## config.mk

```make
export PLATFORM = sky130hd
export DESIGN_NAME = pwm_steer
export DESIGN_NICKNAME = d
export VERILOG_FILES = /design/src/rtl/pwm_steer.sv
export SDC_FILE = /design/constraint.sdc
export NUM_CORES = 1
export LEC_CHECK = 0
export BUFFER_PORTS_ARGS = -buffer_cell sky130_fd_sc_hd__buf_2
export CORE_AREA = 4 4 41 43
export CTS_CLUSTER_SIZE = 12
export DETAILED_ROUTE_END_ITERATION = 8
export DIE_AREA = 0 0 45 47
export HOLD_SLACK_MARGIN = 0.12
export PLACE_DENSITY = 0.8
export REMOVE_ABC_BUFFERS = 1
export SYNTH_ARGS = -nofsm -noshare
export SYNTH_HDL_FRONTEND = slang
export SYNTH_SLANG_ARGS = --single-unit
```

## constraint.sdc

```tcl
create_clock -name clk -period 2.3 [get_ports clk]
set_clock_uncertainty 0.1 [all_clocks]
set_input_delay 0.46 -clock clk [delete_from_list [all_inputs] [get_ports clk]]
set_output_delay 0.46 -clock clk [all_outputs]
set_load 0.02 [all_outputs]
```

## src/rtl/pwm_steer.sv

```systemverilog
`timescale 1ns/1ps
module pwm_steer #(
  parameter int NPIN = 4
) (
  input  logic            clk,
  input  logic            rst_n,
  input  logic            pwm_in,
  input  logic            period_start,
  input  logic [1:0]      out_mode,
  input  logic [3:0]      ccp_mode,
  input  logic [NPIN-1:0] port_data,
  input  logic [NPIN-1:0] tris,
  input  logic            wr_en,
  input  logic [NPIN:0]   wr_data,
  output logic [NPIN:0]   rd_data,
  output logic [NPIN-1:0] pin_out,
  output logic [NPIN-1:0] pin_oe
);
  localparam int SYNC_BIT = NPIN;

  logic [NPIN:0]   pend_q;
  logic [NPIN-1:0] eff_q;
  logic            imm_q;
  logic [NPIN-1:0] pin_val;
  logic            steer_on;

  always_ff @(posedge clk or negedge rst_n) begin
    if (!rst_n) begin
      pend_q <= '0;
      eff_q  <= '0;
      imm_q  <= 1'b0;
    end else begin
      if (wr_en) pend_q <= wr_data;
      imm_q <= wr_en & ~wr_data[SYNC_BIT];
      if (period_start)
        eff_q <= wr_en ? wr_data[NPIN-1:0] : pend_q[NPIN-1:0];
      else if (imm_q)
        eff_q <= pend_q[NPIN-1:0];
    end
  end

  assign steer_on = (out_mode == 2'b00) && (ccp_mode[3:2] == 2'b11);

  for (genvar i = 0; i < NPIN; i++) begin : g_pin
    logic pol;
    assign pol        = ccp_mode[(i % 2 == 0) ? 1 : 0];
    assign pin_val[i] = (steer_on && eff_q[i]) ? (pwm_in ^ pol) : port_data[i];
  end

  assign pin_out = pin_val & ~tris;
  assign pin_oe  = ~tris;
  assign rd_data = pend_q;

  p_rdback_r2: assert property (@(posedge clk) disable iff (!rst_n)
    wr_en |=> rd_data == $past(wr_data));

  p_fast_commit_r3: assert property (@(posedge clk) disable iff (!rst_n)
    (imm_q && !period_start) |=> eff_q == $past(pend_q[NPIN-1:0]));

  p_hold_until_strobe_r4: assert property (@(posedge clk) disable iff (!rst_n)
    (!imm_q && !period_start) |=> $stable(eff_q));

  p_strobe_write_r5: assert property (@(posedge clk) disable iff (!rst_n)
    (period_start && wr_en) |=> eff_q == $past(wr_data[NPIN-1:0]));

  p_mode_gate_r6: assert property (@(posedge clk) disable iff (!rst_n)
    !steer_on |-> pin_out == (port_data & ~tris));

  p_none_enabled_r7: assert property (@(posedge clk) disable iff (!rst_n)
    (eff_q == '0) |-> pin_out == (port_data & ~tris));

  p_driver_off_r9: assert property (@(posedge clk) disable iff (!rst_n)
    (pin_out & ~pin_oe) == '0);
endmodule

```

==> flow_summary.json, run 1 <==
{
  "status": "finished, final reports clean",
  "postSynthCellCount": 45,
  "globalRouteOverflowTotal": 0,
  "cts_made_buffers": 3,
  "gp_congestion": 0.697,
  "end_kind": "output pin",
  "hpwl_um": 997,
  "viasPerCell": 4.89,
  "reg2reg_from": "rd_data[1]",
  "grt_start_max_net_pins": 11,
  "layout.cells.non_filler": 99,
  "cp.arrival_ns": 1.50,
  "synth-edff-count": 0,
  "syn2layout_area_growth_pct": 45.8,
  "hold_violations": 0,
  "pre_cts_ws_ns": 0.243,
  "wl_mm": 1.18,
  "h-tree-depth": 1,
  "start_util_pct": 38.7,
  "ys_warn_count": 0,
  "grt_usage_pct": 11.5,
  "critPathLaunchType": "primary input",
  "r2r-end": "eff_q[1]",
  "clock_latency_ns": 0.26,
  "nets": 109,
  "finalMaxSlewViolations": 0,
  "worst_ep_required_time_ns": 1.74,
  "maxClockFrequency_mhz": 486,
  "antenna_found_initial": 0,
  "synth.most_common_cell": "dfrtp_1",
  "maxCapViolations": 0,
  "hold_class": "in2reg",
  "core_area_um2": 1300,
  "path_max_fanout": 8,
  "core.rowCount": 13,
  "setup_viol": 0,
  "clk_path_buf_depth": 2,
  "port-buffer-count": 36,
  "clock_sinks": 10,
  "min-delay-start": "wr_data[4]",
  "leakage_nw": 0.383,
  "timing.final.crit_period_ns": 2.06,
  "clk_pin_slew_ns": 0.07,
  "drc": 0,
  "avgSynthCellArea_um2": 11.2,
  "wl_per_cell_um": 11.9,
  "drive_above_1_share_pct": 53.6,
  "synth_top_cell_by_area": "dfrtp_1",
  "die_area_um2": 2120,
  "ant_nets": 0,
  "tightest_slew_ns": 0.253,
  "dr_total_vias": 484,
  "ys_seq_elements": 10,
  "cts_resized": 0,
  "fin_setup_tns_ns": 0,
  "first_global_vias": 445,
  "holdPathEnd": "imm_q",
  "die_w_um": 45,
  "ys_seq_area_share_pct": 49.8,
  "p_total_uw": 467,
  "fin_crit_sh_pct": 89.4,
  "synth_commonest_cells": "10 x dfrtp_1, 5 x mux2_2",
  "dp.cells": 94,
  "grt_pass1_wl_mm": 1.80,
  "clock_tree.root_cell": "clkbuf_4",
  "synth_top_cells_by_area": "dfrtp_1 50%, mux2_2 11%, mux2i_1 8.0%, a311oi_1 7.0%, a21oi_1 4.0%",
  "whs_path_depth": 2,
  "first_pass_iters": 1,
  "synth_top_flop_cell": "dfrtp_1",
  "path_class": "in2out",
  "antenna_cells": 0,
  "die_h_um": 47,
  "netlist_area_um2": 503,
  "drt_iter0_drc": 0,
  "slew_headroom_pct": 83.1,
  "power_density_nw_per_um2": 637,
  "synthDominantCellAreaShare_pct": 49.8,
  "setup_slack_ns": 0.244,
  "async_flop_share_pct": 100,
  "rsz0062_at_grt": "no",
  "ys_types": 13,
  "worst-r2r-setup-slack_ns": 1.26,
  "rr_worst_depth": 3,
  "tritoncts": "done",
  "ioPinCount": 37,
  "peakVddDrop_v": 0.000439
}
-- logic make-up (layout without fill, tap and decap cells) --
kind of cell / count (synthesis) / after routing / synth area share, %
xor gates and xnor gates: 2 / 2 / 3.48
and+or+nand+nor: 6 / 6 / 6.72
DFF: 10 / 10 / 49.8
muxes: 9 / 9 / 19.2
AOI/OAI and AO/OA: 12 / 12 / 14.9
buffers and inverters: 6 / 45 / 5.97
-- cell type report --
type | count | area, µm²
well taps | 15 | 18.8
multi-input cells | 29 | 223
fillers | 130 | 568
clock buffers | 4 | 36.3
flip-flops and latches | 10 | 250
inverters | 4 | 15.0
repair buffers | 37 | 190
-- worst max-delay path: stages --
cell and delay (ns):
buf_2 0.09, and4bb_1 0.41, a21oi_1 0.11, a311oi_1 0.23, buf_2 0.20
-- per-stage QoR --
step / utilization, % / area, µm² / hold slack [ns]
after floorplan: - / 488 / 0.0644
after global placement: 52.8 / 687 / 0.227
after detailed placement: 52.8 / 687 / 0.225
after CTS: 56.3 / 733 / 0.263
after global routing: 56.3 / 733 / 0.268
final: 56.3 / 733 / 0.265
-- timing repair --
action                    4_1_cts  5_1_grt
hold buffers                    1        0
hold endpoints to repair       10        0
setup buffers                   0        0
-- sequential cells by signal (all words and copies together) (netlist names) --
name / cells
eff_q: 4
imm_q: 1
rd_data: 5
-- per-layer routing --
metal	vias to the layer above	global-route usage [%]	wire length [µm]
met3	0	2.68	176
met2	31	20.1	518
met1	212	14.0	483
met4	0	3.51	0
met5	-	0	0
li1	241	-	-
-- placed cells by master (no fill, tap or decap) --
cell	Yosys	layout
a311oi_1	4	4
xnor2_1	2	2
a21oi_1	4	4
o21ai_0	4	4
nand2_1	4	4
and4bb_1	1	1
clkbuf_4	0	3
buf_2	0	36
inv_1	4	4
dlygate4sd3_1	0	1
mux2i_1	4	4
nor2b_1	1	1
dfrtp_1	10	10
mux2_2	5	5
clkbuf_8	0	1
-- worst max-delay path by stage --
stage,slack (ns),endpoint,cells past startpoint,from
2_1_floorplan,0.21,pin_out[0],3,out_mode[0]
5_1_grt,0.14,pin_out[3],5,out_mode[0]
6_report,0.24,pin_out[3],5,out_mode[0]
3_3_place_gp,0.24,pin_out[0],5,out_mode[0]
3_5_place_dp,0.24,pin_out[3],5,out_mode[0]
4_1_cts,0.23,pin_out[3],5,out_mode[0]
-- where the power goes --
group	internal, mW	switching, mW	total, mW
Combinational	0.0485	0.0547	0.103
Sequential	0.195	0.0157	0.211
Clock	0.0959	0.0577	0.154
Total	0.339	0.128	0.467
Note: power is estimated with default switching activity, not from simulation.
==> run 2: changes to the inputs <==
RECOVER_POWER = 100   (was default)
SLEW_MARGIN = 20   (was default)
==> run 2 against run 1 <==
Net effect:
- largest cell class unchanged
- register-to-register slack lost 0.05 ns
- core utilization shrank 1.3 points
- clock power is essentially flat
- largest power group unchanged
- highest routed layer unchanged
==> flow_summary.json, run 2 (synthesis results as in run 1) <==
{
  "clk_pin_slew_ns": 0.06,
  "rsz0062_at_grt": "no",
  "peakVddDrop_v": 0.000429,
  "first_global_vias": 445,
  "die_w_um": 45,
  "cts_resized": 0,
  "hold_class": "in2reg",
  "fillers": 137,
  "path_max_fanout": 8,
  "drt_iter0_drc": 2,
  "wl_per_cell_um": 11.9,
  "maxCapViolations": 0,
  "grt_start_max_net_pins": 11,
  "end_kind": "output pin",
  "pre_cts_ws_ns": 0.243,
  "antenna_found_initial": 0,
  "wl_mm": 1.18,
  "status": "finished, final reports clean",
  "path_class": "in2out",
  "critPathLaunchType": "primary input",
  "hold_violations": 0,
  "utilization_pct": 55.0,
  "reg2reg_from": "rd_data[1]",
  "power_density_nw_per_um2": 642,
  "antenna_cells": 0,
  "whs_ns": 0.267,
  "globalRouteOverflowTotal": 0,
  "largest_register_ffs": 5,
  "core_area_um2": 1300,
  "drive_above_1_share_pct": 32.1,
  "slew_headroom_pct": 66.2,
  "ioPinCount": 37,
  "postCtsSetupBuffers": 0,
  "cp.arrival_ns": 1.57,
  "clock_latency_ns": 0.25,
  "drc": 0,
  "final_area_um2": 716,
  "first_pass_iters": 3,
  "clock_tree.root_cell": "clkbuf_4",
  "maxClockFrequency_mhz": 469,
  "worstSetupStartpoint": "out_mode[0]",
  "clock_sinks": 10,
  "setup_slack_ns": 0.167,
  "final_cell_mix": "22 x buf_2, 14 x clkbuf_1, 10 x dfrtp_1",
  "port-buffer-count": 36,
  "ant_nets": 0,
  "nets": 109,
  "die_area_um2": 2120,
  "worst-r2r-setup-slack_ns": 1.21,
  "grt_usage_pct": 11.5,
  "clk_path_buf_depth": 2,
  "dr_total_vias": 486,
  "gp_congestion": 0.697,
  "rr_worst_depth": 3,
  "start_util_pct": 38.7,
  "grt_pass1_wl_mm": 1.80,
  "critPathCapture": "pin_out[1]",
  "hpwl_um": 997,
  "timing.final.crit_period_ns": 2.13,
  "fin_setup_tns_ns": 0,
  "fin_crit_sh_pct": 92.7,
  "setup_viol": 0,
  "finalMaxSlewViolations": 0,
  "tightest_slew_ns": 0.506,
  "r2r-end": "eff_q[1]",
  "syn2layout_area_growth_pct": 42.3,
  "cts_made_buffers": 3,
  "leakage_nw": 0.343,
  "viasPerCell": 4.91,
  "h-tree-depth": 1,
  "core.rowCount": 13,
  "mostFrequentLayoutCell": "buf_2",
  "dpl_cell_area_um2": 687,
  "die_h_um": 47,
  "worst_ep_required_time_ns": 1.74,
  "tritoncts": "done",
  "whs_path_depth": 2
}
run 2: changes by cell type in the layout (fill, tap and decap cells not counted):
cell      previous run  this run
buf_2               36        22
mux2_2               5         1
clkbuf_1             0        14
mux2_1               0         4
run 2: per-stage QoR:
step           cells  power [mW]
3_5_place_dp      94       0.317
6_report          99       0.459
3_3_place_gp      94       0.313
2_1_floorplan     43       0.266
4_1_cts           99       0.471
5_1_grt           99       0.484
run 2: final cells by class:
class                      count  area [µm²]  area share (%)
multi-input combinational     29         223            31.1
timing repair buffer          37         173            24.1
tap                           15        18.8            2.62
clock buffer                   4        36.3            5.07
inverter                       4        15.0            2.10
sequential                    10         250            35.0
run 2: worst min-delay path by stage:
stage                    start         end  slack (ns)
finish              wr_data[4]       imm_q        0.27
CTS                 wr_data[4]       imm_q        0.26
global route        wr_data[4]       imm_q        0.27
detailed placement       rst_n  rd_data[3]        0.22
floorplan                rst_n    eff_q[0]        0.06
global placement         rst_n  rd_data[3]        0.23
run 2: metal layers:
metal | track usage [%] | routed length, µm | share of wire, %
met1 | 14.0 | 487 | 41
met2 | 20.1 | 520 | 44
met3 | 2.68 | 173 | 15
met4 | 3.51 | 0 | 0
met5 | 0 | 0 | 0
run 2: repair_timing:
action	4_1_cts	5_1_grt
hold buffers	1	0
hold endpoints to repair	10	0
endpoints found under the setup margin	0	0
run 2: report_power, final:
group | total [mW] | switching [mW] | internal [mW]
clock | 0.152 | 0.0557 | 0.0959
combinational | 0.0970 | 0.0552 | 0.0418
sequential | 0.211 | 0.0157 | 0.195
total | 0.459 | 0.127 | 0.333
run 2: worst max-delay path, cell delays in order:
cell and delay (ns):
buf_2 0.09, and4bb_1 0.41, a21oi_1 0.11, a311oi_1 0.24
clkbuf_1 0.26
